**src/rtl/tag_pkg.sv**
```systemverilog
package tag_pkg;

  localparam int ID_W = 8;

  typedef enum logic [2:0] {
    ST_OFF, ST_READY, ST_INV, ST_SEL, ST_DESEL, ST_DEACT
  } tag_state_e;

  typedef enum logic [1:0] {
    RESP_NONE  = 2'd0,
    RESP_ID    = 2'd1,
    RESP_BLOCK = 2'd2,
    RESP_UID   = 2'd3
  } resp_kind_e;

  // strobes from the controller to the datapath
  typedef struct packed {
    logic loadId;
    logic loadSlot;
    logic flush;
  } dp_ctrl_t;

  localparam logic [7:0] OP_ANTI   = 8'h06;
  localparam logic [7:0] SUB_INIT  = 8'h00;
  localparam logic [7:0] SUB_POLL  = 8'h04;
  localparam logic [3:0] SLOT_LOW  = 4'h6;
  localparam logic [7:0] OP_SELECT = 8'h0E;
  localparam logic [7:0] OP_FINISH = 8'h0F;
  localparam logic [7:0] OP_REINV  = 8'h0C;
  localparam logic [7:0] OP_READ   = 8'h08;
  localparam logic [7:0] OP_WRITE  = 8'h09;
  localparam logic [7:0] OP_UID    = 8'h0B;

endpackage

```
**src/rtl/tag_datapath.sv**
```systemverilog
module tag_datapath
  import tag_pkg::*;
#(
  parameter int MAX_BYTES = 6,
  parameter int LFSR_W = 16,
  parameter logic [LFSR_W-1:0] LFSR_TAPS = 16'hB400,
  parameter logic [LFSR_W-1:0] LFSR_SEED = 16'hACE1,
  localparam int LEN_W = $clog2(MAX_BYTES + 1)
) (
  input  logic                   clk,
  input  logic                   rstN,
  input  dp_ctrl_t               ctl,
  input  logic                   rxValid,
  input  logic [7:0]             rxByte,
  input  logic                   fixedIdEn,
  input  logic [ID_W-1:0]        fixedId,
  output logic [MAX_BYTES*8-1:0] frameBytes,
  output logic [LEN_W-1:0]       frameLen,
  output logic                   frameOvf,
  output logic [ID_W-1:0]        chipId,
  output logic [ID_W-1:0]        nextId,
  output logic [3:0]             nextSlot
);

  logic [LFSR_W-1:0] lfsr;
  logic [ID_W-1:0]   chipIdReg;

  // free-running Galois LFSR
  always_ff @(posedge clk or negedge rstN) begin
    if (!rstN)        lfsr <= LFSR_SEED;
    else if (lfsr[0]) lfsr <= (lfsr >> 1) ^ LFSR_TAPS;
    else              lfsr <= lfsr >> 1;
  end

  // byte collection
  always_ff @(posedge clk or negedge rstN) begin
    if (!rstN) begin
      frameLen <= '0;
      frameOvf <= 1'b0;
    end else if (ctl.flush) begin
      frameLen <= '0;
      frameOvf <= 1'b0;
    end else if (rxValid) begin
      if (frameLen < LEN_W'(MAX_BYTES)) frameLen <= frameLen + 1'b1;
      else                              frameOvf <= 1'b1;
    end
  end

  for (genvar g = 0; g < MAX_BYTES; g++) begin : g_slot
    logic [7:0] q;
    always_ff @(posedge clk or negedge rstN) begin
      if (!rstN) q <= '0;
      else if (!ctl.flush && rxValid && frameLen == LEN_W'(g)) q <= rxByte;
    end
    assign frameBytes[g*8 +: 8] = q;
  end

  assign nextId   = fixedIdEn ? fixedId : lfsr[ID_W-1:0];
  assign nextSlot = fixedIdEn ? fixedId[3:0] : lfsr[3:0];

  always_ff @(posedge clk or negedge rstN) begin
    if (!rstN)             chipIdReg <= LFSR_SEED[ID_W-1:0];
    else if (ctl.loadId)   chipIdReg <= nextId;
    else if (ctl.loadSlot) chipIdReg[3:0] <= nextSlot;
  end

  assign chipId = fixedIdEn ? fixedId : chipIdReg;

  // poll redraws only the slot nibble
  p_slot_keeps_high_r3: assert property (@(posedge clk) disable iff (!rstN)
    (ctl.loadSlot && !ctl.loadId) |=> chipIdReg[7:4] == $past(chipIdReg[7:4]));

  p_len_bound_r14: assert property (@(posedge clk) disable iff (!rstN)
    (rxValid && frameOvf && !ctl.flush) |=> frameOvf);

endmodule

```
**src/rtl/tag_ctrl.sv**
```systemverilog
module tag_ctrl
  import tag_pkg::*;
#(
  parameter int NUM_BLOCKS = 16,
  parameter int SYS_BLOCK = 255,
  parameter int BLOCK_W = 32,
  localparam int FRAME_MAX = 2 + BLOCK_W / 8,
  localparam int LEN_W = $clog2(FRAME_MAX + 1)
) (
  input  logic                   clk,
  input  logic                   rstN,
  input  logic                   fieldOn,
  input  logic                   rxDone,
  input  logic [FRAME_MAX*8-1:0] frameBytes,
  input  logic [LEN_W-1:0]       frameLen,
  input  logic                   frameOvf,
  input  logic [ID_W-1:0]        chipId,
  input  logic [3:0]             nextSlot,
  output dp_ctrl_t               ctl,
  output logic                   respValid,
  output resp_kind_e             respKind,
  output logic                   memRead,
  output logic                   memWrite,
  output logic                   memSelect,
  output logic [7:0]             memAddr,
  output logic [BLOCK_W-1:0]     memWdata
);

  tag_state_e state, nextState;
  logic [7:0] b0, b1;
  logic len1, len2, lenW;
  logic isInit, isPoll, isSlot, isSelect, isFinish, isReinv, isRead, isWrite, isUid;
  logic addrOk, idMatch;
  logic ansId, doRead, doWrite, doUid, doSel;

  assign b0 = frameBytes[7:0];
  assign b1 = frameBytes[15:8];
  assign len1 = !frameOvf && frameLen == LEN_W'(1);
  assign len2 = !frameOvf && frameLen == LEN_W'(2);
  assign lenW = !frameOvf && frameLen == LEN_W'(FRAME_MAX);

  assign isInit   = len2 && b0 == OP_ANTI && b1 == SUB_INIT;
  assign isPoll   = len2 && b0 == OP_ANTI && b1 == SUB_POLL;
  assign isSlot   = len1 && b0[3:0] == SLOT_LOW && b0[7:4] != 4'd0;
  assign isSelect = len2 && b0 == OP_SELECT;
  assign isFinish = len1 && b0 == OP_FINISH;
  assign isReinv  = len1 && b0 == OP_REINV;
  assign isRead   = len2 && b0 == OP_READ;
  assign isWrite  = lenW && b0 == OP_WRITE;
  assign isUid    = len1 && b0 == OP_UID;
  assign addrOk   = (b1 < 8'(NUM_BLOCKS)) || (b1 == 8'(SYS_BLOCK));
  assign idMatch  = b1 == chipId;

  always_comb begin
    nextState = state;
    ctl       = '0;
    ctl.flush = rxDone || !fieldOn;
    ansId     = 1'b0;
    doRead    = 1'b0;
    doWrite   = 1'b0;
    doUid     = 1'b0;
    doSel     = 1'b0;
    if (!fieldOn) begin
      nextState = ST_OFF;
    end else begin
      case (state)
        ST_OFF: begin
          nextState  = ST_READY;
          ctl.loadId = 1'b1;
        end
        ST_READY: if (rxDone && isInit) begin
          nextState  = ST_INV;
          ctl.loadId = 1'b1;
          ansId      = 1'b1;
        end
        ST_INV: if (rxDone) begin
          if (isInit) begin
            ctl.loadId = 1'b1;
            ansId      = 1'b1;
          end else if (isPoll) begin
            ctl.loadSlot = 1'b1;
            ansId        = nextSlot == 4'd0;
          end else if (isSlot) begin
            ansId = chipId[3:0] == b0[7:4];
          end else if (isSelect && idMatch) begin
            nextState = ST_SEL;
            ansId     = 1'b1;
            doSel     = 1'b1;
          end
        end
        ST_SEL: if (rxDone) begin
          if (isSelect) begin
            if (idMatch) begin
              ansId = 1'b1;
              doSel = 1'b1;
            end else begin
              nextState = ST_DESEL;
            end
          end else if (isRead && addrOk) begin
            doRead = 1'b1;
          end else if (isWrite && addrOk) begin
            doWrite = 1'b1;
          end else if (isUid) begin
            doUid = 1'b1;
          end else if (isFinish) begin
            nextState = ST_DEACT;
          end else if (isReinv) begin
            nextState = ST_INV;
          end
        end
        ST_DESEL: if (rxDone && isSelect && idMatch) begin
          nextState = ST_SEL;
          ansId     = 1'b1;
          doSel     = 1'b1;
        end
        default: ;
      endcase
    end
  end

  always_ff @(posedge clk or negedge rstN) begin
    if (!rstN) begin
      state     <= ST_OFF;
      respValid <= 1'b0;
      respKind  <= RESP_NONE;
      memRead   <= 1'b0;
      memWrite  <= 1'b0;
      memSelect <= 1'b0;
      memAddr   <= '0;
      memWdata  <= '0;
    end else begin
      state     <= nextState;
      respValid <= ansId || doRead || doUid;
      respKind  <= ansId ? RESP_ID : doRead ? RESP_BLOCK : doUid ? RESP_UID : RESP_NONE;
      memRead   <= doRead;
      memWrite  <= doWrite;
      memSelect <= doSel;
      if (doRead || doWrite) memAddr <= b1;
      if (doWrite) memWdata <= frameBytes[FRAME_MAX*8-1:16];
    end
  end

  p_reply_after_frame_r1: assert property (@(posedge clk) disable iff (!rstN)
    respValid |-> $past(rxDone));

  p_ready_holds_r1: assert property (@(posedge clk) disable iff (!rstN)
    (state == ST_READY && fieldOn && !(rxDone && isInit)) |=> state == ST_READY);

  p_select_replies_r5: assert property (@(posedge clk) disable iff (!rstN)
    memSelect |-> (respValid && respKind == RESP_ID));

  p_write_silent_r7: assert property (@(posedge clk) disable iff (!rstN)
    memWrite |-> !respValid);

  p_deact_sticky_r10: assert property (@(posedge clk) disable iff (!rstN)
    (state == ST_DEACT && fieldOn) |=> state == ST_DEACT);

endmodule

```
**src/rtl/tag_cmd_fsm.sv**
```systemverilog
module tag_cmd_fsm
  import tag_pkg::*;
#(
  parameter int NUM_BLOCKS = 16,
  parameter int SYS_BLOCK = 255,
  parameter int BLOCK_W = 32,
  parameter int LFSR_W = 16,
  parameter logic [LFSR_W-1:0] LFSR_TAPS = 16'hB400,
  parameter logic [LFSR_W-1:0] LFSR_SEED = 16'hACE1,
  localparam int FRAME_MAX = 2 + BLOCK_W / 8,
  localparam int LEN_W = $clog2(FRAME_MAX + 1)
) (
  input  logic               clk,
  input  logic               rstN,
  input  logic               fieldOn,
  input  logic               rxValid,
  input  logic [7:0]         rxByte,
  input  logic               rxDone,
  input  logic               fixedIdEn,
  input  logic [7:0]         fixedId,
  output logic               respValid,
  output logic [1:0]         respKind,
  output logic [7:0]         respChipId,
  output logic               memRead,
  output logic               memWrite,
  output logic               memSelect,
  output logic [7:0]         memAddr,
  output logic [BLOCK_W-1:0] memWdata
);

  dp_ctrl_t               ctl;
  logic [FRAME_MAX*8-1:0] frameBytes;
  logic [LEN_W-1:0]       frameLen;
  logic                   frameOvf;
  logic [ID_W-1:0]        chipId, nextId;
  logic [3:0]             nextSlot;
  resp_kind_e             kindE;

  tag_datapath #(
    .MAX_BYTES(FRAME_MAX), .LFSR_W(LFSR_W),
    .LFSR_TAPS(LFSR_TAPS), .LFSR_SEED(LFSR_SEED)
  ) i_dp (
    .clk(clk), .rstN(rstN), .ctl(ctl), .rxValid(rxValid), .rxByte(rxByte),
    .fixedIdEn(fixedIdEn), .fixedId(fixedId), .frameBytes(frameBytes),
    .frameLen(frameLen), .frameOvf(frameOvf), .chipId(chipId),
    .nextId(nextId), .nextSlot(nextSlot)
  );

  tag_ctrl #(
    .NUM_BLOCKS(NUM_BLOCKS), .SYS_BLOCK(SYS_BLOCK), .BLOCK_W(BLOCK_W)
  ) i_ctrl (
    .clk(clk), .rstN(rstN), .fieldOn(fieldOn), .rxDone(rxDone),
    .frameBytes(frameBytes), .frameLen(frameLen), .frameOvf(frameOvf),
    .chipId(chipId), .nextSlot(nextSlot), .ctl(ctl),
    .respValid(respValid), .respKind(kindE), .memRead(memRead),
    .memWrite(memWrite), .memSelect(memSelect), .memAddr(memAddr),
    .memWdata(memWdata)
  );

  assign respKind   = kindE;
  assign respChipId = chipId;

endmodule

```
**config.mk**
```make
export PLATFORM = sky130hd
export DESIGN_NAME = tag_cmd_fsm
export DESIGN_NICKNAME = d
export VERILOG_FILES = /design/src/rtl/tag_pkg.sv /design/src/rtl/tag_datapath.sv /design/src/rtl/tag_ctrl.sv /design/src/rtl/tag_cmd_fsm.sv
export SDC_FILE = /design/constraint.sdc
export NUM_CORES = 1
export LEC_CHECK = 0
export ABC_AREA = 1
export BUFFER_PORTS_ARGS = -buffer_cell sky130_fd_sc_hd__clkbuf_2
export CORE_MARGIN = 3
export CORE_UTILIZATION = 45
export CTS_CLUSTER_DIAMETER = 120
export DETAILED_ROUTE_END_ITERATION = 10
export GPL_TIMING_DRIVEN = 0
export PLACE_DENSITY = 0.7
export SLEW_MARGIN = 20
export SYNTH_ARGS = -nofsm -noshare
export SYNTH_HDL_FRONTEND = slang
export SYNTH_HIERARCHICAL = 1
export SYNTH_SLANG_ARGS = --single-unit
```
**constraint.sdc**
```tcl
create_clock -name clk -period 2.71 [get_ports clk]
set_clock_uncertainty 0.15 [all_clocks]
set_input_delay 0.542 -clock clk [delete_from_list [all_inputs] [get_ports clk]]
set_output_delay 0.542 -clock clk [all_outputs]
set_load 0.05 [all_outputs]
```
; After elaboration in Yosys (flattened, before gate mapping)
; Index checks and enable logic that the tools add are counted.
; W data, S select, Z words.
[op_classes]
reduce_logical = 46
magnitude_cmp = 2
n_eq_ne = 37
n_addsub = 1
bitwise = 1
mux = 75
[op_table]
columns = op, n
row1 = $mux W3, 19
row2 = $eq A8 B4 Y1 const B, 6
row3 = $mux W1, 41
row4 = $logic_and A1 B1 Y1, 27
row5 = $eq A8 B3 Y1 const B, 2
row6 = $mux W16, 1
row7 = $mux W8, 2
row8 = $ne A3 B3 Y1 const B, 5
row9 = $pmux W3 S5, 1
row10 = $reduce_and A14 Y1, 1
row11 = $eq A3 B2 Y1 const B, 4
row12 = $eq A3 B3 Y1 const B, 4
row13 = $mux W4, 3
row14 = $ne A4 B3 Y1 const B, 3
row15 = $mux W2, 5
row16 = $ne A3 B2 Y1 const B, 3
row17 = $eq A8 B8 Y1, 1
row18 = $eq A8 B8 Y1 const B, 1
row19 = $logic_not A8 Y1, 1
row20 = $lt A8 B5 Y1 const B, 1
row21 = $eq A3 B1 Y1 const B, 2
row22 = $logic_not A3 Y1, 2
row23 = $ne A6 B1 Y1 const B, 1
row24 = $pmux W1 S3, 2
row25 = 15 further kinds, 24
[totals]
inputBits = 22
register_bits = 125
word_cells = 181
out_inout_bits = 54

; Longest topological paths before layout
; Gate-level depths: netlist of the first run.
[logic_depth]
depth_word = 13
mapped_depth = 19
depth_no_buf = 17

; By module
; Netlist of the first run, hierarchy kept.
[modules_own_cells]
columns = module, cells_each, area_per_inst_um2, seq_area_each_um2, n_inst
row1 = tag_datapath, 352, 3189.3, 1916.8, 1
row2 = tag_ctrl, 394, 2865.2, 1226.2, 1

; Worst setup path before layout of the first run
; OpenSTA, ideal clock, no wires.
[synth_timing]
path_kind = input to register
start = input fixedIdEn
end = register i_ctrl.respValid
arrival_time_ns = 2.309
path_stages = 17
path_buffers = 2
setup_time_ns = 0.069
t_required_ns = 2.491
slack_ns = 0.182
path_cell_list = buf_4 inv_2 buf_4 nand2_1 nand2_1 inv_1 nand2_1 nand2_1 nor2_1 nand3_1 nor2_1 nand2_1 nand2_1 nand3_1 nand2_1 nand2_1 nand3_1
[synth_between]
elab_chain_cells = 12
word_cells_on_any_way = 20
classes_between = eq/ne (2) / mux (13) / reduce/logical (5)
[synth_rtl]
columns = element, line
row1 = from (decl), tag_cmd_fsm.sv:19  ; input logic fixedIdEn,
row2 = $mux W8 *, tag_datapath.sv:67  ; assign chipId = fixedIdEn ? fixedId : chipIdReg;
row3 = net respChipId[5], tag_cmd_fsm.sv:23  ; output logic [7:0] respChipId,
row4 = $eq A8 B8 Y1 *, tag_ctrl.sv:52  ; assign idMatch = b1 == chipId;
row5 = $logic_and A1 B1 Y1, tag_ctrl.sv:85  ; end else if (isSelect && idMatch) begin
row6 = $mux W1, tag_ctrl.sv:85
row7 = $mux W1, tag_ctrl.sv:83  ; end else if (isSlot) begin
row8 = $mux W1, tag_ctrl.sv:80  ; end else if (isPoll) begin
row9 = $mux W1, tag_ctrl.sv:77  ; if (isInit) begin
row10 = $mux W1, tag_ctrl.sv:76  ; ST_INV: if (rxDone) begin
row11 = $pmux W1 S4 *, tag_ctrl.sv:66  ; case (state)
row12 = $mux W1 *, tag_ctrl.sv:63  ; if (!fieldOn) begin
row13 = $logic_or A1 B1 Y1 * (2 in series), tag_ctrl.sv:133  ; respValid <= ansId || doRead || doUid;
row14 = to (signal assigned), tag_ctrl.sv:133
row15 = to (decl), tag_ctrl.sv:20  ; output logic respValid,
; Mark *: on every way through the listed nets, which the timed path passes. The rest lies on a longest branch.
; A chain may end at the register's enable or synchronous reset.

==> metrics, run 1 <==
outcome finished clean; maximum buffer depth of the clock tree 2; post-synthesis sequential area ratio 51.91%; Synth-to-Final Area Change 19.36%; fillcell total 1197; clock tree sinks 125; TritonCTS Buffers 17; number of antenna cells inserted 0; final design area excluding fillers 7227 um^2; critical path data required time 2910 ps; # rows 41; most used standard cells in the synthesized netlist nand2_1, dfrtp_1, nand3_1; detailed-route vias per instance 4.759; dominant cell by count in the synthesized netlist nand2_1; CTS resizes 0; Overflow after GRT 0; area used by multi-input combinational logic 2497 um^2; first-iteration detailed-routing DRC count 349; area of the core 12880 um^2; cell depth of the worst min-delay path 0; height of the die 122.0 um; number of levels in the clock H-tree 4; dominant cells by area after synthesis dfrtp_1, nand2_1, dfstp_2; placement-stage cell area 6661 um^2; global-route wire length before repair 22740 um; clock-pin slew reported for the worst setup and hold paths after clock tree synthesis 50 ps; per-instance average area after synthesis 8.116 um^2; fraction of the core area covered by cells at the end of the flow 56.13%; register bit total from synthesis 125; number of primary I/O pins 76; Period minus WS final 2290 ps; max capacitance violation total 0; Worst setup SP type flip-flop; Static Leakage 4.105 nW; endpoint kind of the worst setup timing path flip-flop; worst ir drop on vdd 0.4572 mV; worst reg-to-reg path cell count 11; average wire length per cell after detail routing 13.21 um; number of antenna violations at the first check in global routing 0; overall routing resource usage 19.63%; First-pass DRT Iterations 5; type of the most critical hold path flip-flop to flip-flop; Net Count, Synth 773; Fmax 436.7 MHz; number of buffers inserted to repair setup after CTS 0; Unique masters post-synth 37; TNS Setup 0 ps; top fanout value on the critical path 6; unrepaired setup endpoints after global routing no; die width 122.0 um; clock network latency to the later pin of the worst-skew pair 420 ps; pin count of the biggest net entering global routing 96; Fin. Hold Viols 0; via count of the first global-routing pass 4726; Least-Margin Pin Slew 455.9 ps; Primary FF master, synth dfrtp_1; Ys Warns 6; number of slew-limit violations in the final report 0; clock root buffer master clkbuf_16; Cell Pwr Density 736.2 nW/um^2; top cell type by total area after synthesis dfrtp_1; nets@finish 865; residual antenna-violating net count after detailed routing 0; final critical-path share of the clock period 84.49%; die area 14880 um^2; starting density of the core 47.02%; wire length after detailed routing 13520 um; Finish-stage setup viols 0; Final Wtd Congestion 0.8670; proportion of layout cells with a drive suffix above 1 22.09%; arrival time at the worst endpoint 2490 ps; share of the synthesized area in the top cell type 46.70%; number of remaining DRC errors 0; Max-slew headroom 69.61%; count of buffers from port buffering 71; count of mapped cells out of synthesis 746; half-perimeter wire length of the detailed placement result 9710 um; number of flops mapped to enable cells by yosys 0; sequential cell area in the final layout 3143 um^2; Post-Syn Area 6055 um^2; Crit Path Category flip-flop to flip-flop; clock tree from TritonCTS yes; Post-synth ARST share 100.0%; total via count after detailed routing 4868
[worst max-delay path, stage by stage, from the launching register on]
cell	delay, ps
dfrtp_1	420
inv_1	110
nand2_1	70
nor3_1	310
nand4_1	190
inv_1	110
nand2_1	50
a21oi_1	350
nor2_1	200
inv_1	150
nand2_1	70
nand2_1	60
[flip-flops by register name, summed over array words and instances, names as in the netlist]
name              count
i_ctrl/state          3
i_ctrl/respKind       2
i_ctrl/respValid      1
i_dp/chipIdReg        8
i_ctrl/memRead        1
i_dp/lfsr            16
i_ctrl/memAddr        8
i_ctrl/memSelect      1
i_dp/frameOvf         1
i_dp/frameLen         3
i_ctrl/memWdata      32
i_dp/g_slot.q        48
i_ctrl/memWrite       1
[layout make-up]
cell class | instances | area share (%)
timing repair buffer | 73 | 5.557
clock inverter | 11 | 1.316
clock buffer | 21 | 6.371
inverter | 58 | 3.116
sequential | 125 | 43.49
multi-input combinational | 543 | 34.56
tap | 172 | 2.978
buffer | 20 | 2.614
[what timing repair did]
action                                  4_1_cts  5_1_grt
endpoints found under the hold margin        20        0
hold buffers                                  1        0
endpoints found under the setup margin        0        0
[per-layer routing]
| layer | vias up | global-route usage, % | routed length (um) |
|---|---|---|---|
| met1 | 2254 | 26.12 | 6163 |
| li1 | 2485 | - | - |
| met5 | - | 0 | 0 |
| met4 | 0 | 6.863 | 166 |
| met3 | 16 | 5.339 | 837 |
| met2 | 113 | 31.04 | 6350 |
[stage by stage]
stage	setup slack, ps	hold WS (ps)	power (mW)	instances
3_5_place_dp	160.8	187.1	3.232	990
3_3_place_gp	-927.8	186.1	3.202	989
4_1_cts	406.4	196.3	5.378	1023
5_1_grt	105.6	197.1	5.635	1023
2_1_floorplan	181.7	96.41	2.962	746
6_report	420.4	195.8	5.321	1023
[cell families after synthesis]
group                      after synthesis  share of synthesized area, %
AOI/OAI and AO/OA                       10                         1.095
xor gates and xnor gates                12                         1.736
adders and majority gates                5                         1.033
buffers and inverters                   78                         6.840
DFF                                    125                         51.91
and+or+nand+nor                        516                         37.38
[worst paths after layout]
kind / from / endpoint / slack, ps
min in group asynchronous: rstN / i_dp/lfsr[8]$_DFF_PN0_ / 430
min reg2reg: i_dp/lfsr[9]$_DFF_PN0_ / i_dp/lfsr[8]$_DFF_PN0_ / 200
max reg2reg: i_dp/g_slot[0].q[0]$_DFFE_PN0P_ / i_dp/chipIdReg[1]$_DFFE_PN0P_ / 420
min: i_dp/lfsr[9]$_DFF_PN0_ / i_dp/lfsr[8]$_DFF_PN0_ / 200
max: i_dp/g_slot[0].q[0]$_DFFE_PN0P_ / i_dp/chipIdReg[1]$_DFFE_PN0P_ / 420
max in group asynchronous: rstN / i_ctrl/memWdata[15]$_DFFE_PN0P_ / 1260
[placed cells by master (no fill, tap or decap), drive strengths merged]
cell type	instances
inv	57
a2111oi	1
bufinv	1
nand3b	2
ha	5
a31oi	2
xor2	7
dfrtp	113
clkbuf	93
dlygate4sd3	1
nor2	53
nand4	7
nand3	54
buf	20
nor3	11
clkinv	8
clkinvlp	3
dfstp	12
and3	1
o211ai	1
o22ai	1
nor4	1
o21ai	2
nand2	387
xnor2	5
a21oi	3
[report_power, final]
group          internal [mW]  leakage [nW]  switching, mW
Combinational          0.304          2.18          0.671
Sequential              2.06          1.66          0.163
Clock                   1.30         0.269          0.817
Total                   3.67          4.11           1.65
(Power assumes the default switching activity.)
==> inputs of run 2 (changes only) <==
--- a/config.mk
+++ b/config.mk
@@ -5,14 +5,14 @@
 export SDC_FILE = /design/constraint.sdc
 export NUM_CORES = 1
 export LEC_CHECK = 0
-export ABC_AREA = 1
+export ABC_AREA = 0
 export BUFFER_PORTS_ARGS = -buffer_cell sky130_fd_sc_hd__clkbuf_2
 export CORE_MARGIN = 3
 export CORE_UTILIZATION = 45
 export CTS_CLUSTER_DIAMETER = 120
 export DETAILED_ROUTE_END_ITERATION = 10
 export GPL_TIMING_DRIVEN = 0
-export PLACE_DENSITY = 0.7
+export PLACE_DENSITY = 0.71
 export SLEW_MARGIN = 20
 export SYNTH_ARGS = -nofsm -noshare
 export SYNTH_HDL_FRONTEND = slang
==> constraint.sdc (replaced) <==
create_clock -name clk -period 2.2 [get_ports clk]
set_clock_uncertainty 0.15 [all_clocks]
set_input_delay 0.44 -clock clk [delete_from_list [all_inputs] [get_ports clk]]
set_output_delay 0.44 -clock clk [all_outputs]
set_load 0.05 [all_outputs]
==> run 2 against run 1 <==
The run now ends with negative setup slack left. Clock power grew 29%. Fmax shrank 13%. Sequential cell count is the same. Die area shrank 4.9%. Hold slack lost 5.4 ps. Largest power group is now the clock network.
==> metrics, run 2 <==
global-route wire length before repair 21980 um (was 22740 um); outcome finished, violations left (was finished clean); combinational cell fraction of total power 19.4% (was 18.3%); maximum buffer depth of the clock tree 2 (unchanged); Overflow after GRT 0 (unchanged); area of the core 12260 um^2 (was 12880 um^2); die width 119.0 um (was 122.0 um); share of the synthesized area in the top cell type 49.25% (was 46.70%); longest individual stage delay on the worst path 510 ps (was 420 ps); die area 14150 um^2 (was 14880 um^2); Synth-to-Final Area Change 33.23% (was 19.36%); number of antenna cells inserted 0 (unchanged); clock tree sinks 125 (unchanged); Post-synth ARST share 100.0% (unchanged); leading registers by flop count i_dp/g_slot.q (48), i_ctrl/memWdata (32), i_dp/lfsr (16) (unchanged); max capacitance violation total 0 (unchanged); worst ir drop on vdd 0.4452 mV (was 0.4572 mV); dominant cell by count in the synthesized netlist dfrtp_1 (was nand2_1); post-synthesis sequential area ratio 54.74% (was 51.91%); Worst setup SP type flip-flop (unchanged); clock-pin slew reported for the worst setup and hold paths after clock tree synthesis 60 ps (was 50 ps); placement-stage cell area 6593 um^2 (was 6661 um^2); top fanout value on the critical path 4 (was 6); Finish-stage setup viols 51 (was 0); number of flops mapped to enable cells by yosys 0 (unchanged); most used standard cells in the synthesized netlist dfrtp_1, mux2_2, mux2_4 (was nand2_1, dfrtp_1, nand3_1); number of remaining DRC errors 0 (unchanged); arrival time at the worst endpoint 2790 ps (was 2490 ps); commonest non-fill, non-tap cell in the layout dfrtp_1 (was nand2_1); count of mapped cells out of synthesis 432 (was 746); Final Wtd Congestion 0.8709 (was 0.8670); total via count after detailed routing 3907 (was 4868); Period minus WS final 2639 ps (was 2290 ps); switching part of the total power 28.77% (was 31.04%); Least-Margin Pin Slew 688.2 ps (was 455.9 ps); number of primary I/O pins 76 (unchanged); via count of the first global-routing pass 4163 (was 4726); Largest register FFs 48 (unchanged); Cell Pwr Density 872.0 nW/um^2 (was 736.2 nW/um^2); clock tree from TritonCTS yes (unchanged); starting density of the core 46.83% (was 47.02%); commonest non-fill, non-tap cells in the layout dfrtp_1, clkbuf_2, mux2_4 (was nand2_1, dfrtp_1, clkbuf_2); number of antenna violations at the first check in global routing 0 (unchanged); Crit Path Category flip-flop to flip-flop (unchanged); clock root buffer master clkbuf_16 (unchanged); wire length after detailed routing 13380 um (was 13520 um); residual antenna-violating net count after detailed routing 0 (unchanged); share of total power in the clock network 41.1% (was 39.8%); net load switching power 1.919 mW (was 1.651 mW); Primary FF master, synth dfrtp_1 (unchanged); Post-Syn Area 5742 um^2 (was 6055 um^2); register bit total from synthesis 125 (unchanged); Static Leakage 3.694 nW (was 4.105 nW); sequential fraction of design power 39.6% (was 41.9%); pin count of the biggest net entering global routing 70 (was 96); unrepaired setup endpoints after global routing yes (was no); final critical-path share of the clock period 120.0% (was 84.49%); Unique masters post-synth 62 (was 37); overall routing resource usage 19.93% (was 19.63%); first-iteration detailed-routing DRC count 174 (was 349); detailed-route vias per instance 5.301 (was 4.759); power consumption 6.671 mW (was 5.321 mW); Net Count, Synth 459 (was 773); nets@finish 584 (was 865); Pint 4.752 mW (was 3.669 mW); top cell type by total area after synthesis dfrtp_1 (unchanged); final design area excluding fillers 7650 um^2 (was 7227 um^2); post-route worst setup slack -439.3 ps (was 420.4 ps); proportion of layout cells with a drive suffix above 1 54.13% (was 22.09%); half-perimeter wire length of the detailed placement result 8552 um (was 9710 um); largest reg by FF count i_dp/g_slot.q (unchanged); crit path max-delay cell type or4_4 (was dfrtp_1); count of buffers from port buffering 75 (was 71); Max-slew headroom 53.87% (was 69.61%); dominant cells by area after synthesis dfrtp_1, mux2_2, mux2_4 (was dfrtp_1, nand2_1, dfstp_2); clock network latency to the later pin of the worst-skew pair 410 ps (was 420 ps); critical-path cell list nor3_4, nand4_1, or4_4, maj3_2, nor3b_4, or2_4, mux2_4 (was inv_1, nand2_1, nor3_1, nand4_1, inv_1, nand2_1, a21oi_1, nor2_1, inv_1, nand2_1, nand2_1); per-instance average area after synthesis 13.29 um^2 (was 8.116 um^2); Fin. Hold Viols 0 (unchanged); # rows 40 (was 41); average wire length per cell after detail routing 18.15 um (was 13.21 um); Fmax 378.9 MHz (was 436.7 MHz); number of levels in the clock H-tree 4 (unchanged); type of the most critical hold path primary input to flip-flop (was flip-flop to flip-flop); critical path data required time 2350 ps (was 2910 ps); failing checks negative setup slack; endpoint kind of the worst setup timing path flip-flop (unchanged); height of the die 119.0 um (was 122.0 um); Ys Warns 6 (unchanged); number of slew-limit violations in the final report 0 (unchanged); TritonCTS Buffers 17 (unchanged); First-pass DRT Iterations 4 (was 5)
==> run 2: cell count changes in the layout (fill, tap and decap cells not counted), moves of 8 or more <==
cell and delta:
mux2_4 +55, nand3_1 -45, nor2_2 -8, nand2_1 -341, nor2_1 -32, o21ai_0 +12
dfrtp_1 -10, nand2_2 -14, inv_1 -23, o21ai_4 +8, buf_4 +13, inv_2 -10
mux2_2 +42, dfrtp_2 +10
==> run 2: worst paths after layout <==
check	start	endpoint	slack (ps)	cells past startpoint
worst min register to register	i_dp/lfsr[9]$_DFF_PN0_	i_dp/lfsr[8]$_DFF_PN0_	200	0
worst min-delay path	rxDone	i_ctrl/memSelect$_DFF_PN0_	190	3
worst max-delay path	i_dp/frameOvf$_DFFE_PN0P_	i_dp/chipIdReg[3]$_DFFE_PN0P_	-440	7
worst max register to register	i_dp/frameOvf$_DFFE_PN0P_	i_dp/chipIdReg[3]$_DFFE_PN0P_	-440	7
min in group asynchronous	rstN	i_ctrl/memWdata[14]$_DFFE_PN0P_	460	2
max in group asynchronous	rstN	i_dp/lfsr[7]$_DFF_PN1_	710	3
==> run 2: what timing repair did <==
item / in CTS / in global routing
gates resized for setup: 26 / 18
setup endpoints to repair: 51 / 62
setup buffers: 20 / 10
pin swaps: 10 / 6
hold buffers: 1 / 0
endpoints found under the hold margin: 68 / 0
gates cloned: 2 / 0
==> run 2: kinds of logic (layout without fill, tap and decap cells) <==
logic type	Yosys count	count (layout)	synth area share, %
flops	125	125	54.74
fa+ha+maj	6	6	1.264
buf+inv	43	180	4.380
simple gates	96	96	10.09
compound gates	48	48	5.492
xor+xnor	17	17	2.593
mux	97	97	21.44
==> run 2: critical path, delay by kind of cell (launching register included) <==
kind	cells	cell delay, ps
flip-flops	1	440
AND/OR/NAND/NOR	5	1300
adder cells (fa/ha/maj)	1	330
multiplexers	1	300
==> run 2: area by class of cell <==
cell class                 instances  area, um^2
inverter                          23       88.84
multi-input combinational        264        2676
fill                             909        4612
tap                              168       210.2
timing repair buffer             108       767.0
clock inverter                    12       137.6
clock buffer                      19       442.9
sequential                       125        3156
buffer                            18       171.4
==> run 2: through the flow <==
step | worst slack, ps | hold slack [ps] | util, % | std cells | TNS [ps]
after floorplan | -618.4 | -5.591 | - | 432 | -11080
after global placement | -1488 | 190.7 | 53.47 | 675 | -171040
after detailed placement | -968.0 | 190.3 | 53.77 | 676 | -25490
after CTS | -406.0 | 177.2 | 61.20 | 727 | -16760
after global routing | -549.7 | 208.4 | 62.39 | 737 | -20040
final | -439.3 | 190.4 | 62.39 | 737 | -16770
==> run 2: per-layer routing <==
layer	wire (um)	GRT usage [%]
met3	546	5.651
met5	0	0
met1	5831	25.67
met4	273	8.255
met2	6728	31.76
==> run 2: power groups by stage <==
| stage | combinational (mW) | clock (mW) | sequential (mW) |
|---|---|---|---|
| 5_1_grt | 1.39 | 2.90 | 2.66 |
| 6_report | 1.29 | 2.74 | 2.64 |
| 3_3_place_gp | 1.05 | 0 | 2.65 |
| 3_5_place_dp | 1.09 | 0 | 2.66 |
| 4_1_cts | 1.17 | 2.79 | 2.64 |
| 2_1_floorplan | 0.832 | 0 | 2.61 |
==> inputs of run 3 (changes only) <==
--- a/config.mk
+++ b/config.mk
@@ -5,14 +5,14 @@
 export SDC_FILE = /design/constraint.sdc
 export NUM_CORES = 1
 export LEC_CHECK = 0
-export ABC_AREA = 0
+export ABC_AREA = 1
 export BUFFER_PORTS_ARGS = -buffer_cell sky130_fd_sc_hd__clkbuf_2
 export CORE_MARGIN = 3
 export CORE_UTILIZATION = 45
 export CTS_CLUSTER_DIAMETER = 120
 export DETAILED_ROUTE_END_ITERATION = 10
 export GPL_TIMING_DRIVEN = 0
-export PLACE_DENSITY = 0.71
+export PLACE_DENSITY = 0.7
 export SLEW_MARGIN = 20
 export SYNTH_ARGS = -nofsm -noshare
 export SYNTH_HDL_FRONTEND = slang
==> run 3 against run 2 <==
The flow now finishes without violations. Clock-buffer cell count is 2 higher. Sequential power is 4% higher. Die area is 5.2% higher. Sequential share of layout area is 1.5 points higher. Global-route usage is 0.33 points lower. Non-clock buffer count is 32 lower. Sequential cell count stayed put. Critical path depth is 7 higher. Via count is 25% higher. Hold slack better by 7.4 ps. Fmax is 31% higher. Core utilization is 5.2 points lower.
==> metrics, run 3 (synthesized netlist as in run 1, its figures left out) <==
first-iteration detailed-routing DRC count 298 (was 174); combinational cell fraction of total power 18.6% (was 19.4%); switching part of the total power 30.61% (was 28.77%); capturing point of the worst reg2reg path i_ctrl/respValid$_DFF_PN0_ (was i_dp/chipIdReg[3]$_DFFE_PN0P_); Finish-stage setup viols 0 (was 51); number of antenna cells inserted 0 (unchanged); Max-slew headroom 66.97% (was 53.87%); TritonCTS Buffers 17 (unchanged); type of the most critical hold path primary input to flip-flop (unchanged); Worst setup SP type flip-flop (unchanged); critical path data required time 2390 ps (was 2350 ps); clock-pin slew reported for the worst setup and hold paths after clock tree synthesis 50 ps (was 60 ps); arrival time at the worst endpoint 2210 ps (was 2790 ps); overall routing resource usage 19.61% (was 19.93%); crit path max-delay cell type dfstp_2 (was or4_4); via count of the first global-routing pass 4808 (was 4163); sequential cell area in the final layout 3144 um^2 (was 3156 um^2); critical-path cell list nand2_1, nand2_4, inv_1, nand2_1, nand2_1, nor2_1, nand3_1, nor2_1, nand2_1, nand2_1, nand3_1, nand2_1, nand2_1, nand3_1 (was nor3_4, nand4_1, or4_4, maj3_2, nor3b_4, or2_4, mux2_4); worst reg2reg startpoint i_dp/chipIdReg[0]$_DFFE_PN1P_ (was i_dp/frameOvf$_DFFE_PN0P_); Critical path origin i_dp/chipIdReg[0]$_DFFE_PN1P_ (was i_dp/frameOvf$_DFFE_PN0P_); global-route wire length before repair 22560 um (was 21980 um); height of the die 122.0 um (was 119.0 um); First-pass DRT Iterations 5 (was 4); Fmax 496.2 MHz (was 378.9 MHz); TNS Setup 0 ps (was -16770 ps); Static Leakage 4.143 nW (was 3.694 nW); worst reg-to-reg path cell count 14 (was 7); commonest non-fill, non-tap cell in the layout nand2_1 (was dfrtp_1); Synth-to-Final Area Change 21.57% (was 33.23%); total via count after detailed routing 4869 (was 3907); clock tree from TritonCTS yes (unchanged); cell family with most CP delay simple AND/OR/NAND/NOR gates (unchanged); die area 14880 um^2 (was 14150 um^2); longest individual stage delay on the worst path 520 ps (was 510 ps); critical path endpoint i_ctrl/respValid$_DFF_PN0_ (was i_dp/chipIdReg[3]$_DFFE_PN0P_); starting density of the core 47.02% (was 46.83%); max capacitance violation total 0 (unchanged); met2 global-route usage 31.42% (was 31.76%); final design area excluding fillers 7361 um^2 (was 7650 um^2); Period minus WS final 2015 ps (was 2639 ps); maximum buffer depth of the clock tree 2 (unchanged); # rows 41 (was 40); net load switching power 2.081 mW (was 1.919 mW); Cell Pwr Density 923.7 nW/um^2 (was 872.0 nW/um^2); clock network latency to the later pin of the worst-skew pair 420 ps (was 410 ps); count of buffers from port buffering 71 (was 75); number of slew-limit violations in the final report 0 (unchanged); placement-stage cell area 6721 um^2 (was 6593 um^2); GR Layer Usage met1 24.94% (was 25.67%); met3 layer usage reported by global route 6.407% (was 5.651%); share of total power in the clock network 41.0% (was 41.1%); number of levels in the clock H-tree 4 (unchanged); grt peak-use layer met2 (unchanged); post-route non-filler standard cell count 1024 (was 737); residual antenna-violating net count after detailed routing 0 (unchanged); number of antenna violations at the first check in global routing 0 (unchanged); proportion of layout cells with a drive suffix above 1 23.83% (was 54.13%); Critical Path Stages 14 (was 7); detailed-route vias per instance 4.755 (was 5.301); endpoint kind of the worst setup timing path flip-flop (unchanged); clock tree sinks 125 (unchanged); Largest register FFs 48 (unchanged); critical path's most frequent cell nand2_1; number of remaining DRC errors 0 (unchanged); Overflow after GRT 0 (unchanged); unrepaired setup endpoints after global routing no (was yes); pin count of the biggest net entering global routing 67 (was 70); wire length after detailed routing 13410 um (was 13380 um); Crit Path Category flip-flop to flip-flop (unchanged); average wire length per cell after detail routing 13.09 um (was 18.15 um); worst path bufs/invs 1 (was 0); fillcell total 1166 (was 909); half-perimeter wire length of the detailed placement result 9429 um (was 8552 um); sequential fraction of design power 40.4% (was 39.6%); worst setup timing slack at the placement stage -188.5 ps (was -968.0 ps); die width 122.0 um (was 119.0 um); clock root buffer master clkbuf_16 (unchanged); area used by multi-input combinational logic 2579 um^2 (was 2676 um^2); top fanout value on the critical path 5 (was 4); Least-Margin Pin Slew 495.5 ps (was 688.2 ps); commonest non-fill, non-tap cells in the layout nand2_1, dfrtp_1, clkbuf_2 (was dfrtp_1, clkbuf_2, mux2_4); flop2flop setup slack 180 ps (was -440 ps); placed cell count 990 (was 676); worst ir drop on vdd 0.5947 mV (was 0.4452 mV); area of the core 12880 um^2 (was 12260 um^2); Fin. Hold Viols 0 (unchanged); Pint 4.718 mW (was 4.752 mW); post-route worst setup slack 184.7 ps (was -439.3 ps); number of primary I/O pins 76 (unchanged); leading registers by flop count i_dp/g_slot.q (48), i_ctrl/memWdata (32), i_dp/lfsr (16) (unchanged); Final Wtd Congestion 0.8841 (was 0.8709); nets@finish 866 (was 584); outcome finished clean (was finished, violations left); final critical-path share of the clock period 91.61% (was 120.0%); largest reg by FF count i_dp/g_slot.q (unchanged)
-- run 3: changes by cell type in the layout (fill, tap and decap cells not counted), sizes merged, moves of 4 or more --
cell    previous run  this run
buf               44        21
xor2              11         7
o21ai             22         2
nor2b              4         0
nand2b             5         0
mux2              97         0
nand3              6        54
clkbuf           100        93
nor2              10        53
nand4              1         7
nor4               6         1
and4               4         0
nand2             25       387
inv               26        60
-- run 3: through the flow --
stage          hold WS, ps  total power [mW]  util (%)
4_1_cts              175.7             6.846     56.96
3_5_place_dp         187.9             4.015     52.20
5_1_grt              195.4             7.162     57.17
2_1_floorplan       -5.591             3.688         -
3_3_place_gp         181.7             3.981     51.92
6_report             197.8             6.799     57.17
-- run 3: timing repair --
| item | CTS | global route |
|---|---|---|
| pin swaps | 0 | 1 |
| hold buffers | 1 | 0 |
| gates cloned | 0 | 0 |
| setup endpoints to repair | 5 | 5 |
| buffers inserted | 0 | 1 |
| resized for setup | 1 | 5 |
| hold endpoints to repair | 48 | 0 |
-- run 3: worst min-delay path by stage --
stage | startpoint | endpoint | slack [ps] | cells past startpoint
detailed placement | i_dp/lfsr[8]$_DFF_PN0_ | i_dp/lfsr[7]$_DFF_PN1_ | 190 | 0
global route | rxValid | i_dp/frameLen[0]$_DFFE_PN0P_ | 200 | 3
global placement | i_dp/lfsr[9]$_DFF_PN0_ | i_dp/lfsr[8]$_DFF_PN0_ | 180 | 0
floorplan | rstN | i_ctrl/memAddr[0]$_DFFE_PN0P_ | -6 | 0
finish | rxValid | i_dp/frameLen[0]$_DFFE_PN0P_ | 200 | 3
CTS | rxValid | i_dp/frameLen[0]$_DFFE_PN0P_ | 180 | 3
-- run 3: layer usage --
metal / wire length, um / vias to the layer above
li1: - / 2497
met4: 160 / 0
met1: 6306 / 2260
met2: 6274 / 100
met5: 0 / -
met3: 667 / 12
-- run 3: cell type report --
cell class | count | share of cell area, %
inverter | 58 | 3.060
timing repair buffer | 74 | 5.558
sequential | 125 | 42.72
multi-input combinational | 543 | 35.03
clock buffer | 21 | 6.391
buffer | 20 | 2.567
tap | 172 | 2.924
clock inverter | 11 | 1.751
-- run 3: power groups by stage --
stage,combinational [mW],sequential [mW],clock (mW)
after floorplan,0.963,2.72,0
after global placement,1.21,2.77,0
after detailed placement,1.24,2.78,0
after CTS,1.25,2.74,2.85
after global routing,1.43,2.78,2.95
final,1.27,2.75,2.79
-- run 3: tightest hold or removal path: cells and delay by family --
| family | cells | cell delay (ps) |
|---|---|---|
| buf+inv | 1 | 150 |
| simple gates | 2 | 140 |
